<file path="src/rtl/mr_pkg.sv">
package mr_pkg;
  // instruction select bit positions
  localparam int unsigned OP_AND   = 0;
  localparam int unsigned OP_ADD   = 1;
  localparam int unsigned OP_LDA   = 2;
  localparam int unsigned OP_STA   = 3;
  localparam int unsigned OP_BUN   = 4;
  localparam int unsigned OP_BSA   = 5;
  localparam int unsigned OP_ISZ   = 6;
  localparam int unsigned OP_COUNT = 7;

  // timing steps used by the execute phase
  localparam int unsigned ST_ADDR = 3;
  localparam int unsigned ST_MEM  = 4;
  localparam int unsigned ST_OPER = 5;
  localparam int unsigned ST_LAST = 6;

  typedef struct packed {
    logic ar_take;
    logic ar_bump;
    logic dr_fetch;
    logic dr_bump;
    logic ac_and;
    logic ac_add;
    logic ac_load;
    logic pc_from_ar;
    logic pc_skip;
    logic wr_acc;
    logic wr_pc;
    logic wr_dr;
    logic rd;
    logic done;
  } mr_ctl_t;
endpackage

</file>
<file path="src/rtl/mr_step_decode.sv">
module mr_step_decode
  import mr_pkg::*;
#(
  parameter int unsigned STEP_W = 4,
  parameter int unsigned OPS    = OP_COUNT
) (
  input  logic [OPS-1:0]    op_hot,
  input  logic [STEP_W-1:0] step,
  output mr_ctl_t           ctl
);
  logic s_addr, s_mem, s_oper, s_last;
  logic any_op, reads_mem;

  assign s_addr    = (step == STEP_W'(ST_ADDR));
  assign s_mem     = (step == STEP_W'(ST_MEM));
  assign s_oper    = (step == STEP_W'(ST_OPER));
  assign s_last    = (step == STEP_W'(ST_LAST));
  assign any_op    = |op_hot;
  assign reads_mem = op_hot[OP_AND] | op_hot[OP_ADD] | op_hot[OP_LDA] | op_hot[OP_ISZ];

  always_comb begin
    ctl            = '0;
    ctl.ar_take    = s_addr & any_op;
    ctl.dr_fetch   = s_mem & reads_mem;
    ctl.rd         = s_mem & reads_mem;
    ctl.ac_and     = s_oper & op_hot[OP_AND];
    ctl.ac_add     = s_oper & op_hot[OP_ADD];
    ctl.ac_load    = s_oper & op_hot[OP_LDA];
    ctl.wr_acc     = s_mem & op_hot[OP_STA];
    ctl.wr_pc      = s_mem & op_hot[OP_BSA];
    ctl.ar_bump    = s_mem & op_hot[OP_BSA];
    ctl.pc_from_ar = (s_mem & op_hot[OP_BUN]) | (s_oper & op_hot[OP_BSA]);
    ctl.dr_bump    = s_oper & op_hot[OP_ISZ];
    ctl.wr_dr      = s_last & op_hot[OP_ISZ];
    ctl.pc_skip    = s_last & op_hot[OP_ISZ];
    ctl.done       = (s_mem  & (op_hot[OP_STA] | op_hot[OP_BUN]))
                   | (s_oper & (op_hot[OP_AND] | op_hot[OP_ADD] | op_hot[OP_LDA] | op_hot[OP_BSA]))
                   | (s_last & op_hot[OP_ISZ]);
  end
endmodule

</file>
<file path="src/rtl/mr_datapath.sv">
module mr_datapath
  import mr_pkg::*;
#(
  parameter int unsigned DATA_W = 16,
  parameter int unsigned ADDR_W = 12
) (
  input  logic              clk,
  input  logic              rst_n,
  input  mr_ctl_t           ctl,
  input  logic [ADDR_W-1:0] eff_addr,
  input  logic [DATA_W-1:0] mem_rdata,
  output logic [DATA_W-1:0] ac,
  output logic              e,
  output logic [ADDR_W-1:0] pc,
  output logic [ADDR_W-1:0] ar,
  output logic [DATA_W-1:0] dr,
  output logic [DATA_W-1:0] wdata
);
  localparam int unsigned PAD_W = DATA_W - ADDR_W;

  function automatic logic [DATA_W:0] add_carry(input logic [DATA_W-1:0] a, input logic [DATA_W-1:0] b);
    return {1'b0, a} + {1'b0, b};
  endfunction

  function automatic logic [DATA_W-1:0] word_inc(input logic [DATA_W-1:0] w);
    return w + DATA_W'(1);
  endfunction

  function automatic logic [ADDR_W-1:0] addr_inc(input logic [ADDR_W-1:0] a);
    return a + ADDR_W'(1);
  endfunction

  logic [DATA_W:0] sum;
  logic            unused_ctl;

  assign sum        = add_carry(ac, dr);
  assign unused_ctl = ^{ctl.rd, ctl.done};

  always_ff @(posedge clk or negedge rst_n) begin
    if (!rst_n) begin
      ar <= '0;
      dr <= '0;
      ac <= '0;
      e  <= 1'b0;
      pc <= '0;
    end else begin
      if (ctl.ar_take)      ar <= eff_addr;
      else if (ctl.ar_bump) ar <= addr_inc(ar);

      if (ctl.dr_fetch)     dr <= mem_rdata;
      else if (ctl.dr_bump) dr <= word_inc(dr);

      if (ctl.ac_and)       ac <= ac & dr;
      else if (ctl.ac_add)  {e, ac} <= sum;
      else if (ctl.ac_load) ac <= dr;

      if (ctl.pc_from_ar)                   pc <= ar;
      else if (ctl.pc_skip && (dr == '0))   pc <= addr_inc(pc);
    end
  end

  always_comb begin
    if (ctl.wr_acc)     wdata = ac;
    else if (ctl.wr_pc) wdata = {{PAD_W{1'b0}}, pc};
    else                wdata = dr;
  end
endmodule

</file>
<file path="src/rtl/mem_ref_exec.sv">
module mem_ref_exec
  import mr_pkg::*;
#(
  parameter int unsigned DATA_W = 16,
  parameter int unsigned ADDR_W = 12,
  parameter int unsigned STEP_W = 4
) (
  input  logic                clk,
  input  logic                rst_n,
  input  logic [OP_COUNT-1:0] op_hot,
  input  logic [STEP_W-1:0]   step,
  input  logic [ADDR_W-1:0]   eff_addr,
  output logic [ADDR_W-1:0]   mem_addr,
  output logic                mem_rd,
  output logic                mem_wr,
  output logic [DATA_W-1:0]   mem_wdata,
  input  logic [DATA_W-1:0]   mem_rdata,
  output logic                done,
  output logic [DATA_W-1:0]   acc_q,
  output logic                e_q,
  output logic [ADDR_W-1:0]   pc_q
);
  mr_ctl_t           ctl;
  logic [ADDR_W-1:0] ar_w;
  logic [DATA_W-1:0] dr_w;

  mr_step_decode #(.STEP_W(STEP_W), .OPS(OP_COUNT)) u_dec (
    .op_hot (op_hot),
    .step   (step),
    .ctl    (ctl)
  );

  mr_datapath #(.DATA_W(DATA_W), .ADDR_W(ADDR_W)) u_dp (
    .clk       (clk),
    .rst_n     (rst_n),
    .ctl       (ctl),
    .eff_addr  (eff_addr),
    .mem_rdata (mem_rdata),
    .ac        (acc_q),
    .e         (e_q),
    .pc        (pc_q),
    .ar        (ar_w),
    .dr        (dr_w),
    .wdata     (mem_wdata)
  );

  assign mem_addr = ar_w;
  assign mem_rd   = ctl.rd;
  assign mem_wr   = ctl.wr_acc | ctl.wr_pc | ctl.wr_dr;
  assign done     = ctl.done;
endmodule

</file>
<file path="config.mk">
export PLATFORM = sky130hd
export DESIGN_NAME = mem_ref_exec
export DESIGN_NICKNAME = d
export VERILOG_FILES = /design/src/rtl/mr_pkg.sv /design/src/rtl/mr_step_decode.sv /design/src/rtl/mr_datapath.sv /design/src/rtl/mem_ref_exec.sv
export SDC_FILE = /design/constraint.sdc
export NUM_CORES = 1
export LEC_CHECK = 0
export ABC_AREA = 1
export BUFFER_PORTS_ARGS = -buffer_cell sky130_fd_sc_hd__buf_2
export CORE_AREA = 2 2 114 116
export CTS_CLUSTER_SIZE = 10
export DETAILED_ROUTE_END_ITERATION = 6
export DIE_AREA = 0 0 116 118
export GPL_ROUTABILITY_DRIVEN = 0
export PLACE_DENSITY = 0.65
export SYNTH_ARGS = -nofsm -noshare
export SYNTH_HDL_FRONTEND = slang
export SYNTH_SLANG_ARGS = --single-unit
export TNS_END_PERCENT = 20
</file>
<file path="constraint.sdc">
create_clock -name clk -period 1.7 [get_ports clk]
set_input_delay 0.34 -clock clk [delete_from_list [all_inputs] [get_ports clk]]
set_output_delay 0.34 -clock clk [all_outputs]
set_load 0.05 [all_outputs]
</file>
==> results of run 1 <==
kinds of logic after synthesis:
logic type	Yosys count	synth area share, %
AO/OA/AOI/OAI	148	16.5
XOR/XNOR	27	4.87
adder cells (fa/ha/maj)	21	5.57
buffers and inverters	122	10.4
flip-flops	57	29.4
AND/OR/NAND/NOR	362	33.3
state kept, by name, summed over array words and instances, names as in the netlist:
name	cells
u_dp.e	1
u_dp.ar	12
u_dp.ac	16
u_dp.dr	16
u_dp.pc	12
per-layer routing:
metal	track usage [%]	share of wire [%]	vias to the layer above
met5	0	0	-
met4	9.75	2.0	0
met3	3.81	7.1	27
li1	-	-	2892
met2	39.1	45	239
met1	38.0	45	2770
power by group through the flow:
stage,Clock (mW),Sequential [mW],Combinational (mW)
after CTS,1.92,2.19,6.58
after detailed placement,0,2.18,6.24
after global placement,0,2.17,6.18
after floorplan,0,3.15,2.98
final,1.90,2.28,7.30
after global routing,1.98,2.32,7.83
through the flow:
step           area [sq um]  hold slack (ns)  power [mW]  instances
3_3_place_gp           6700            0.370        8.36       1120
6_report               7620         -0.00800        11.5       1140
5_1_grt                7620           0.0195        12.1       1140
4_1_cts                7230          0.00703        10.7       1136
2_1_floorplan          5070           0.0444        6.13        737
3_5_place_dp           6700            0.375        8.42       1120
worst max-delay path by stage:
stage | from | end | slack, ns | depth (start not counted)
CTS | step[3] | mem_wdata[2] | -0.21 | 9
detailed placement | step[2] | mem_wdata[12] | -0.36 | 9
finish | step[3] | mem_wdata[5] | -0.20 | 8
global route | u_dp.dr[0] | u_dp.ac[10] | -0.27 | 11
global placement | step[2] | mem_wdata[15] | -0.34 | 9
floorplan | u_dp.ac[0] | u_dp.ac[10] | -0.17 | 11
what timing repair did:
item,CTS,global route
gates resized for setup,76,78
endpoints found under the setup margin,44,58
setup buffers,0,4
pin swaps,5,18
layout make-up:
| class | instances | area [sq um] |
|---|---|---|
| well taps | 172 | 215 |
| inverters | 101 | 389 |
| clock buffers | 9 | 225 |
| fillers | 1125 | 4790 |
| clock inverters | 7 | 77.6 |
| flip-flops and latches | 57 | 1440 |
| multi-input cells | 558 | 3550 |
| repair buffers | 236 | 1720 |
placed cells by master, fill, tap and decap left out, types with 6 or more instances in the layout:
| cell | n |
|---|---|
| a21oi_2 | 8 |
| a21oi_1 | 46 |
| clkbuf_16 | 9 |
| dfrtp_2 | 13 |
| nand2_2 | 20 |
| o22ai_1 | 7 |
| buf_6 | 23 |
| ha_4 | 14 |
| nand2_1 | 168 |
| nand3_1 | 59 |
| a21oi_4 | 8 |
| buf_4 | 127 |
| nor2_2 | 9 |
| inv_1 | 86 |
| nand3_2 | 6 |
| dfrtp_1 | 44 |
| nand2_4 | 8 |
| o21ai_0 | 31 |
| o21ai_1 | 17 |
| xor2_1 | 18 |
| nor2_4 | 6 |
| o211ai_1 | 7 |
| xnor2_1 | 8 |
| inv_2 | 11 |
| nand4_1 | 12 |
| ha_1 | 6 |
| buf_2 | 81 |
| o21ai_2 | 10 |
| nor3_1 | 10 |
| nor2_1 | 46 |
==> flow_summary.rst, run 1 <==
.. list-table::
   :header-rows: 1

   * - Metric
     - Value
   * - Worst path bufs/invs
     - 3
   * - Num ports
     - 101
   * - Top delay family on crit path
     - simple AND/OR/NAND/NOR gates
   * - Post-Syn Nets
     - 799
   * - Count of max-cap constraint violations
     - 0
   * - Chip height
     - 118 um
   * - Cell Pwr Density
     - 1510 nW/um^2
   * - Logic pwr share
     - 63.6%
   * - Hold_buf cts
     - 0
   * - Synth area leaders
     - dfrtp_1 (29%), nand2_1 (15%), inv_1 (7.0%)
   * - Post-synth top cells
     - nand2_1 (188), inv_1 (90), nand3_1 (65)
   * - Library cell with the highest instance count after synthesis
     - nand2_1
   * - Seq/Total Area, Yosys
     - 29.4%
   * - Via density per instance
     - 5.20
   * - Effective utilization at floorplan
     - 39.1%
   * - Hold violation total from the final report
     - 10
   * - Violations in the final reports
     - negative hold slack, negative setup slack
   * - Max Transition Viols Final
     - 0
   * - Most frequently used flop master after synthesis
     - dfrtp_1
   * - Dominant cell type by area after synthesis
     - dfrtp_1
   * - Latest clock arrival within the worst-skew pair
     - 0.35 ns
   * - Final worst setup slack
     - -0.197 ns
   * - Detailed-route DRC error count
     - 0
   * - Placeable core region
     - 12,400 sq um
   * - Final setup violation count
     - 38
   * - Count of vias placed by the detailed router
     - 5,928
   * - Worst-path clk slew
     - 0.06 ns
   * - Number of enable flip-flop cells after synthesis
     - 0
   * - CTS max path bufs
     - 2
   * - Hold Path Class
     - in -> async
   * - Peak fanout along the critical path
     - 9
   * - Clock sink count
     - 57
   * - Share of post-route cells with drive strength above 1
     - 40.3%
   * - Worst IR drop on VDD
     - 647 uV
   * - Cell repeated most along the worst path
     - nor2_4
   * - Ordered cell list for the critical path
     - buf_2, nor2_4, nand3_4, nor2_4, buf_4, nand2_1, a31oi_4, buf_6
   * - Data arrival time of the worst path
     - 1.56 ns
   * - Wire length per cell
     - 15.9 um
   * - Global-route congestion overflow total
     - 0
   * - Pin count of the biggest net entering global routing
     - 58
   * - Run status
     - finished with violations
   * - Buffer cell driving the clock tree root
     - clkbuf_16
   * - Remaining number of nets flagged by the antenna check after routing
     - 0
   * - Data required time at the worst endpoint
     - 1.36 ns
   * - Delay of the slowest cell on the worst path
     - 0.21 ns
   * - Final core occ
     - 61.4%
   * - Global-route wire length before repair
     - 27,700 um
   * - Port bufs
     - 100
   * - Count of different cell masters after synthesis
     - 42
   * - Depth of the most critical reg-to-reg path
     - 11
   * - Worst rel slew slack
     - 77.2%
   * - Die Outline Area
     - 13,700 sq um
   * - Slew of the pin with the lowest slew margin
     - 0.338 ns
   * - Number of antenna cells inserted
     - 0
   * - Async SR Flop Fraction
     - 100%
   * - End of the worst register-to-register path
     - u_dp.ac[10]
   * - Detailed-router iteration count before antenna repair
     - 5
   * - Fraction of synthesized cell area taken by the top area cell type
     - 29.4%
   * - Number of global-route vias before repair
     - 5,416
   * - Total of warnings raised by yosys
     - 0
   * - Worst Setup Slack post-DPL
     - -0.357 ns
   * - Setup repair after global routing missed its margin
     - yes
   * - Fraction of power spent switching nets
     - 49.4%
   * - Global-route usage over all layers
     - 26.1%
   * - Netlist area before placement
     - 4850 sq um
   * - Worst Clk Skew
     - 0.00592 ns
   * - Wire length after detailed routing
     - 18,200 um
   * - Number of buffers inserted during clock tree synthesis
     - 9
   * - Critical Path Slowest Stage Cell
     - buf_4
   * - Total leakage power
     - 3.74 nW
   * - Number of cells produced by synthesis
     - 737
   * - Final hold slack
     - -0.00800 ns
   * - Fmax
     - 0.527 GHz
   * - Placement row count
     - 41
   * - Worst Setup Path Type
     - in -> out
   * - Avg Inst Size Synth
     - 6.58 sq um
   * - Die extent in x
     - 116 um
   * - Antenna violations before repair
     - 0
   * - Clock tree from TritonCTS
     - yes
   * - Aggregate negative setup slack
     - -3.61 ns
   * - Worst r2r src
     - u_dp.dr[0]
   * - Slack of the worst reg-to-reg path
     - -0.18 ns
   * - Portion of the clock cycle consumed by the worst path in the final layout
     - 112%
   * - Design internal power
     - 5.81 mW
   * - Area delta synth->final
     - 57.1%
   * - Post-layout net count
     - 1,025
   * - Net switching power figure
     - 5.67 mW
   * - Setup crit end kind
     - output port
   * - Shortest clock period the worst path allows after layout
     - 1.90 ns
   * - CTS H-Tree Depth
     - 3
   * - Half-perimeter wire length after detailed placement
     - 13,700 um
   * - Share of total power in the clock network
     - 16.6%
   * - Initial drt markers
     - 495
   * - Startpoint kind of the worst setup timing path
     - primary input
   * - Sequential share of power
     - 19.9%
   * - Register bit count reported by yosys
     - 57
(Power assumes the default switching activity.)
==> run 2: changes to the inputs <==
GPL_TIMING_DRIVEN = 0   (was unset)
HOLD_SLACK_MARGIN = 0.15   (was unset)
PLACE_DENSITY = 0.66   (was 0.65)
SYNTH_HIERARCHICAL = 1   (was unset)
==> flow_summary.rst, run 2 <==
.. list-table::
   :header-rows: 1

   * - Metric
     - Value
   * - Run status
     - finished with violations (unchanged)
   * - Violations in the final reports
     - negative setup slack (was negative hold slack, negative setup slack)
   * - Share of cell area taken by muxes after synthesis
     - 0% (unchanged)
   * - Dominant cell type by area after synthesis
     - dfrtp_1 (unchanged)
   * - Worst-path clk slew
     - 0.05 ns (was 0.06 ns)
   * - Global-route congestion overflow total
     - 0 (unchanged)
   * - Avg Inst Size Synth
     - 6.52 sq um (was 6.58 sq um)
   * - Xor/xnor share of the synthesized area
     - 6.25% (was 4.87%)
   * - Setup repair after global routing missed its margin
     - yes (unchanged)
   * - Worst Setup Path Type
     - reg -> reg (was in -> out)
   * - Library cell with the highest instance count after synthesis
     - nand2_1 (unchanged)
   * - Number of buffers inserted during clock tree synthesis
     - 9 (unchanged)
   * - Critical Path Slowest Stage Cell
     - dfrtp_2 (was buf_4)
   * - Final setup violation count
     - 26 (was 38)
   * - Count of max-cap constraint violations
     - 0 (unchanged)
   * - Number of global-route vias before repair
     - 5,159 (was 5,416)
   * - Half-perimeter wire length after detailed placement
     - 12,200 um (was 13,700 um)
   * - Chip height
     - 118 um (unchanged)
   * - Final worst setup slack
     - -0.199 ns (was -0.197 ns)
   * - Worst Setup Slack post-DPL
     - -0.692 ns (was -0.357 ns)
   * - Post-synthesis share of cell area spent on full adders, half adders and majority gates
     - 5.51% (was 5.57%)
   * - Slew of the pin with the lowest slew margin
     - 0.857 ns (was 0.338 ns)
   * - Detailed-route DRC error count
     - 0 (unchanged)
   * - Portion of the clock cycle consumed by the worst path in the final layout
     - 112% (about the same)
   * - Data required time at the worst endpoint
     - 1.94 ns (was 1.36 ns)
   * - Buffer cell driving the clock tree root
     - clkbuf_16 (unchanged)
   * - Pin count of the biggest net entering global routing
     - 35 (was 58)
   * - Worst IR drop on VDD
     - 944 uV (was 647 uV)
   * - Antenna violations before repair
     - 0 (unchanged)
   * - Final core occ
     - 55.5% (was 61.4%)
   * - Fmax
     - 0.527 GHz (about the same)
   * - Setup crit end kind
     - flip-flop (was output port)
   * - Most frequently used flop master after synthesis
     - dfrtp_1 (unchanged)
   * - Net switching power figure
     - 4.64 mW (was 5.67 mW)
   * - Hold Path Class
     - in -> reg (was in -> async)
   * - Die Outline Area
     - 13,700 sq um (unchanged)
   * - Fraction of the mapped netlist area in compound gates
     - 13.6% (was 16.5%)
   * - Aggregate negative setup slack
     - -2.82 ns (was -3.61 ns)
   * - Global-route wire length before repair
     - 26,100 um (was 27,700 um)
   * - Number of cells produced by synthesis
     - 752 (was 737)
   * - Global routing's busiest layer
     - met2 (unchanged)
   * - Logic pwr share
     - 56.0% (was 63.6%)
   * - Peak fanout along the critical path
     - 4 (was 9)
   * - Overall power consumption
     - 9.14 mW (was 11.5 mW)
   * - Initial drt markers
     - 260 (was 495)
   * - Share of total power in the clock network
     - 18.2% (was 16.6%)
   * - Seq/Total Area, Yosys
     - 29.1% (was 29.4%)
   * - Data arrival time of the worst path
     - 2.14 ns (was 1.56 ns)
   * - Total of warnings raised by yosys
     - 6 (was 0)
   * - Clock sink count
     - 57 (unchanged)
   * - Placement row count
     - 41 (unchanged)
   * - Post-layout net count
     - 945 (was 1,025)
   * - Netlist area before placement
     - 4900 sq um (was 4850 sq um)
   * - Fraction of power spent switching nets
     - 50.8% (was 49.4%)
   * - CTS H-Tree Depth
     - 3 (unchanged)
   * - Via density per instance
     - 5.13 (was 5.20)
   * - Register bit count reported by yosys
     - 57 (unchanged)
   * - Detailed-router iteration count before antenna repair
     - 5 (unchanged)
   * - Async SR Flop Fraction
     - 100% (unchanged)
   * - Latest clock arrival within the worst-skew pair
     - 0.34 ns (was 0.35 ns)
   * - Fraction of synthesized cell area taken by the top area cell type
     - 29.1% (was 29.4%)
   * - Number of antenna cells inserted
     - 0 (unchanged)
   * - Wire length after detailed routing
     - 16,400 um (was 18,200 um)
   * - Cell Pwr Density
     - 1330 nW/um^2 (was 1510 nW/um^2)
   * - Ordered cell list for the critical path
     - ha_4, fa_2, nand2_2, nand2_4, and2_4, nand2_2, nand2_2, xnor2_1, nand2_1, nand2_1, nand2_1 (was buf_2, nor2_4, nand3_4, nor2_4, buf_4, nand2_1, a31oi_4, buf_6)
   * - Biggest regs
     - u_dp/ac (16), u_dp/dr (16) (was u_dp.ac (16), u_dp.dr (16))
   * - Wire length per cell
     - 15.5 um (was 15.9 um)
   * - Count of different cell masters after synthesis
     - 42 (unchanged)
   * - Post-Syn Nets
     - 814 (was 799)
   * - Global routing met1 resource utilization
     - 31.1% (was 38.0%)
   * - Synth area leaders
     - dfrtp_1 (29%), nand2_1 (18%), inv_1 (9.0%) (was dfrtp_1 (29%), nand2_1 (15%), inv_1 (7.0%))
   * - GR met3 Demand/Resource
     - 6.02% (was 3.81%)
   * - CTS max path bufs
     - 2 (unchanged)
   * - Share of post-route cells with drive strength above 1
     - 31.1% (was 40.3%)
   * - Synthesized-area fraction occupied by and/or/nand/nor cells
     - 34.0% (was 33.3%)
   * - Remaining number of nets flagged by the antenna check after routing
     - 0 (unchanged)
   * - Global-route usage over all layers
     - 24.5% (was 26.1%)
   * - Sequential share of power
     - 25.8% (was 19.9%)
   * - Number of enable flip-flop cells after synthesis
     - 0 (unchanged)
   * - Worst Clk Skew
     - 0.00688 ns (was 0.00592 ns)
   * - Port bufs
     - 100 (unchanged)
   * - Commonest non-fill, non-tap cells in the layout
     - nand2_1 (209), inv_1 (105), buf_2 (80) (was nand2_1 (168), buf_4 (127), inv_1 (86))
   * - Placeable core region
     - 12,400 sq um (unchanged)
   * - Max Transition Viols Final
     - 0 (unchanged)
   * - Design internal power
     - 4.50 mW (was 5.81 mW)
   * - Total leakage power
     - 3.36 nW (was 3.74 nW)
   * - Startpoint kind of the worst setup timing path
     - flip-flop (was primary input)
   * - Most common cell after layout, fill and taps aside
     - nand2_1 (unchanged)
   * - Die extent in x
     - 116 um (unchanged)
   * - Area delta synth->final
     - 40.5% (was 57.1%)
   * - Grt met2 use
     - 40.8% (was 39.1%)
   * - Combinational family with the most area after synthesis
     - simple AND/OR/NAND/NOR gates (unchanged)
   * - Post-synth top cells
     - nand2_1 (231), inv_1 (117), nor2_1 (58) (was nand2_1 (188), inv_1 (90), nand3_1 (65))
   * - Clock tree from TritonCTS
     - yes (unchanged)
   * - Hold violation total from the final report
     - 0 (was 10)
   * - Shortest clock period the worst path allows after layout
     - 1.90 ns (about the same)
   * - Delay of the slowest cell on the worst path
     - 0.43 ns (was 0.21 ns)
   * - Num ports
     - 101 (unchanged)
   * - Worst rel slew slack
     - 42.8% (was 77.2%)
   * - Count of vias placed by the detailed router
     - 5,434 (was 5,928)
   * - Effective utilization at floorplan
     - 39.5% (was 39.1%)
-- run 2: power groups by stage --
stage / combinational (mW) / sequential (mW) / clock, mW
floorplan: 2.56 / 3.10 / 0
global placement: 4.43 / 2.32 / 0
detailed placement: 4.48 / 2.31 / 0
CTS: 4.88 / 2.35 / 1.70
global route: 5.54 / 2.43 / 1.76
finish: 5.12 / 2.36 / 1.66
-- run 2: cell families (layout without fill, tap and decap cells) --
kind of cell               Yosys count  in the layout
buffers and inverters              144            280
adders and majority gates           21             21
xor gates and xnor gates            35             35
and+or+nand+nor                    383            383
DFF                                 57             57
AOI/OAI and AO/OA                  112            112
-- run 2: critical path: cells and delay by family, from the launching register on --
| kind | cells | cell delay (ns) |
|---|---|---|
| and+or+nand+nor | 8 | 0.66 |
| adders and majority gates | 2 | 0.54 |
| DFF | 1 | 0.43 |
| xor gates and xnor gates | 1 | 0.16 |
-- run 2: layout make-up --
type | count | area, sq um
buffer | 22 | 205
clock buffer | 16 | 262
fill | 1233 | 5530
inverter | 122 | 478
multi-input combinational | 551 | 3460
sequential | 57 | 1440
tap | 172 | 215
timing repair buffer | 120 | 826
-- run 2: timing repair --
item                                    in CTS  in global routing
cloned                                       2                  0
resized for setup                          100                 49
hold endpoints to repair                    13                  0
hold buffers                                 1                  0
endpoints found under the setup margin      47                 54
buffers inserted                            10                  6
pin swaps                                   11                  8
-- run 2: path summary, 6_finish.rpt --
kind                         endpoint  slack [ns]        start  cells after the start
min reg2reg                    u_dp/e        0.50       u_dp/e                      2
max                        u_dp/ac[8]       -0.20   u_dp/dr[0]                     11
max reg2reg                u_dp/ac[8]       -0.20   u_dp/dr[0]                     11
min in group asynchronous  u_dp/ar[4]        0.64        rst_n                      2
max in group asynchronous  u_dp/dr[0]        0.42        rst_n                      3
min                        u_dp/ar[1]        0.21  eff_addr[1]                      3
-- run 2: layer usage --
| metal | up-vias | share of wire [%] |
|---|---|---|
| met4 | 0 | 1.9 |
| met2 | 166 | 49 |
| met5 | - | 0 |
| li1 | 2681 | - |
| met1 | 2559 | 43 |
| met3 | 28 | 5.8 |
-- run 2: stage by stage --
step | cells | cell area (sq um) | hold WS [ns]
2_1_floorplan | 752 | 5250 | 0.0444
3_3_place_gp | 1024 | 5960 | 0.490
3_5_place_dp | 1025 | 5980 | 0.498
4_1_cts | 1054 | 6720 | 0.209
5_1_grt | 1060 | 6890 | 0.221
6_report | 1060 | 6890 | 0.214
==> run 3: changes to the inputs <==
TNS_END_PERCENT = unset   (was 20)
==> flow_summary.rst, run 3 (same netlist as run 2, synthesis figures left out) <==
.. list-table::
   :header-rows: 1

   * - Metric
     - Value
   * - Number of global-route vias before repair
     - 5,495 (was 5,159)
   * - Count of vias placed by the detailed router
     - 5,723 (was 5,434)
   * - Share of post-route cells with drive strength above 1
     - 41.1% (was 31.1%)
   * - Global-route wire length before repair
     - 27,200 um (was 26,100 um)
   * - End of the worst register-to-register path
     - u_dp/ac[8] (unchanged)
   * - Cell Pwr Density
     - 1360 nW/um^2 (was 1330 nW/um^2)
   * - Hold-critical path depth
     - 3 (unchanged)
   * - Data arrival time of the worst path
     - 1.57 ns (was 2.14 ns)
   * - Placement row count
     - 41 (unchanged)
   * - Setup crit end kind
     - output port (was flip-flop)
   * - Buffer cell driving the clock tree root
     - clkbuf_16 (unchanged)
   * - Count of fill cells added during filler insertion
     - 1,116 (was 1,233)
   * - Violations in the final reports
     - negative setup slack (unchanged)
   * - Number of antenna cells inserted
     - 0 (unchanged)
   * - Initial drt markers
     - 447 (was 260)
   * - Effective utilization at floorplan
     - 39.5% (unchanged)
   * - Worst IR drop on VDD
     - 791 uV (was 944 uV)
   * - Critical hold path startpoint
     - mem_rdata[13] (was eff_addr[1])
   * - Run status
     - finished with violations (unchanged)
   * - Pin count of the biggest net entering global routing
     - 36 (was 35)
   * - Half-perimeter wire length after detailed placement
     - 12,400 um (was 12,200 um)
   * - Clock tree from TritonCTS
     - yes (unchanged)
   * - Hold violation total from the final report
     - 0 (unchanged)
   * - Setup repair after global routing missed its margin
     - yes (unchanged)
   * - Most common cell after layout, fill and taps aside
     - nand2_1 (unchanged)
   * - Depth of the most critical reg-to-reg path
     - 11 (unchanged)
   * - Global-route congestion overflow total
     - 0 (unchanged)
   * - Biggest regs
     - u_dp/ac (16), u_dp/dr (16) (unchanged)
   * - Worst r2r src
     - u_dp/dr[0] (unchanged)
   * - Remaining number of nets flagged by the antenna check after routing
     - 0 (unchanged)
   * - Via density per instance
     - 5.23 (was 5.13)
   * - Portion of the clock cycle consumed by the worst path in the final layout
     - 112% (about the same)
   * - Uppermost metal layer occupied by signal nets
     - met4 (unchanged)
   * - Global-route usage over all layers
     - 25.3% (was 24.5%)
   * - Num ports
     - 101 (unchanged)
   * - Worst-path clk slew
     - 0.06 ns (was 0.05 ns)
   * - Non-filler cells in the finished layout
     - 1,095 (was 1,060)
   * - Met1 routed wirelength after detailed routing
     - 7170 um (was 7120 um)
   * - Slack of the worst reg-to-reg path
     - -0.14 ns (was -0.20 ns)
   * - Shortest clock period the worst path allows after layout
     - 1.91 ns (was 1.90 ns)
   * - CTS H-Tree Depth
     - 3 (unchanged)
   * - Total leakage power
     - 3.63 nW (was 3.36 nW)
   * - Die Outline Area
     - 13,700 sq um (unchanged)
   * - Placeable core region
     - 12,400 sq um (unchanged)
   * - Chip height
     - 118 um (unchanged)
   * - Latest clock arrival within the worst-skew pair
     - 0.34 ns (about the same)
   * - Wire length after detailed routing
     - 17,700 um (was 16,400 um)
   * - Wire length per cell
     - 16.2 um (was 15.5 um)
   * - Antenna violations before repair
     - 0 (unchanged)
   * - Port bufs
     - 100 (unchanged)
   * - Final design area excluding fillers
     - 7580 sq um (was 6890 sq um)
   * - Cell total after placement
     - 1,026 (was 1,025)
   * - Final setup violation count
     - 29 (was 26)
   * - Count of max-cap constraint violations
     - 0 (unchanged)
   * - Total met2 wirelength after detailed routing
     - 8850 um (was 8010 um)
   * - Clock sink count
     - 57 (unchanged)
   * - Max Transition Viols Final
     - 0 (unchanged)
   * - Min-Delay Endpoint
     - u_dp/dr[13] (was u_dp/ar[1])
   * - Data required time at the worst endpoint
     - 1.36 ns (was 1.94 ns)
   * - Fmax
     - 0.523 GHz (was 0.527 GHz)
   * - Die extent in x
     - 116 um (unchanged)
   * - Peak fanout along the critical path
     - 7 (was 4)
   * - Detailed-route DRC error count
     - 0 (unchanged)
   * - Slew of the pin with the lowest slew margin
     - 0.377 ns (was 0.857 ns)
   * - Area delta synth->final
     - 54.7% (was 40.5%)
   * - Startpoint kind of the worst setup timing path
     - primary input (was flip-flop)
   * - Worst Setup Slack post-DPL
     - -0.714 ns (was -0.692 ns)
   * - Number of buffers inserted during clock tree synthesis
     - 9 (unchanged)
   * - Worst Clk Skew
     - 0.00807 ns (was 0.00688 ns)
   * - Worst Setup Path Type
     - in -> out (was reg -> reg)
   * - Final worst setup slack
     - -0.211 ns (was -0.199 ns)
   * - Worst rel slew slack
     - 74.9% (was 42.8%)
   * - Met3 layer wire length in the routed design
     - 1200 um (was 957 um)
   * - Hold Path Class
     - in -> reg (unchanged)
   * - Area post-placement
     - 6050 sq um (was 5980 sq um)
   * - Post-layout net count
     - 980 (was 945)
   * - Commonest non-fill, non-tap cells in the layout
     - nand2_1 (191), inv_1 (99), buf_2 (80) (was nand2_1 (209), inv_1 (105), buf_2 (80))
   * - CTS max path bufs
     - 2 (unchanged)
   * - Overall power consumption
     - 10.3 mW (was 9.14 mW)
   * - Detailed-router iteration count before antenna repair
     - 5 (unchanged)
## run 3: cell count changes in the layout (fill, tap and decap cells not counted), sizes merged
cell,change
inv,-1
bufinv,+2
clkbuf,-11
clkinvlp,+2
clkinv,+3
buf,+40
## run 3: worst max-delay path by stage
stage                    start      endpoint  slack (ns)  cells past startpoint
floorplan           u_dp/ac[0]    u_dp/ac[8]       -0.12                     11
global placement       step[2]   u_dp/ac[10]       -0.74                     11
detailed placement     step[2]   u_dp/ac[10]       -0.71                     11
CTS                    step[2]  mem_wdata[8]       -0.22                     10
global route           step[3]  mem_wdata[8]       -0.25                     10
finish                 step[0]  mem_wdata[8]       -0.21                     10
## run 3: layer usage
layer  global-route usage, %  vias up
met1                    31.4     2713
met2                    42.1      233
met4                    9.90        0
li1                        -     2744
met3                    5.97       33
met5                       0        -
## run 3: what timing repair did
item | CTS | global route
endpoints found under the setup margin | 48 | 50
hold buffers | 1 | 0
setup buffers | 25 | 26
hold endpoints to repair | 34 | 0
pin swaps | 15 | 50
cloned | 2 | 1
resized for setup | 110 | 119
## run 3: final cells by class
type / instances / area [sq um] / area share (%)
clock inverter: 6 / 82.6 / 1.09
tap: 172 / 215 / 2.84
sequential: 57 / 1460 / 19.3
timing repair buffer: 156 / 1140 / 15.1
clock buffer: 10 / 229 / 3.02
inverter: 122 / 492 / 6.48
multi-input combinational: 551 / 3730 / 49.2
buffer: 21 / 226 / 2.99
## run 3: worst max-delay path, stage by stage
cell,delay (ns)
buf_8,0.10
nor2_4,0.13
nand2_4,0.09
nor2_4,0.12
buf_8,0.14
clkbuf_16,0.14
nand2_2,0.05
o211ai_1,0.17
o21ai_4,0.11
buf_6,0.17
## run 3: where the power goes
part	internal, mW	leakage, nW	switching [mW]	total [mW]
logic	2.19	2.80	3.80	5.99
clock network	1.27	0.152	0.679	1.95
registers	1.76	0.678	0.590	2.35
total	5.22	3.63	5.07	10.3
## run 3: metrics by stage
stage	utilization, %	hold slack, ns	setup TNS [ns]
finish	61.1	0.212	-3.23
global route	61.1	0.218	-5.25
CTS	56.4	0.209	-2.69
detailed placement	48.7	0.323	-24.62
global placement	48.4	0.492	-25.95
floorplan	-	0.0444	-1.04
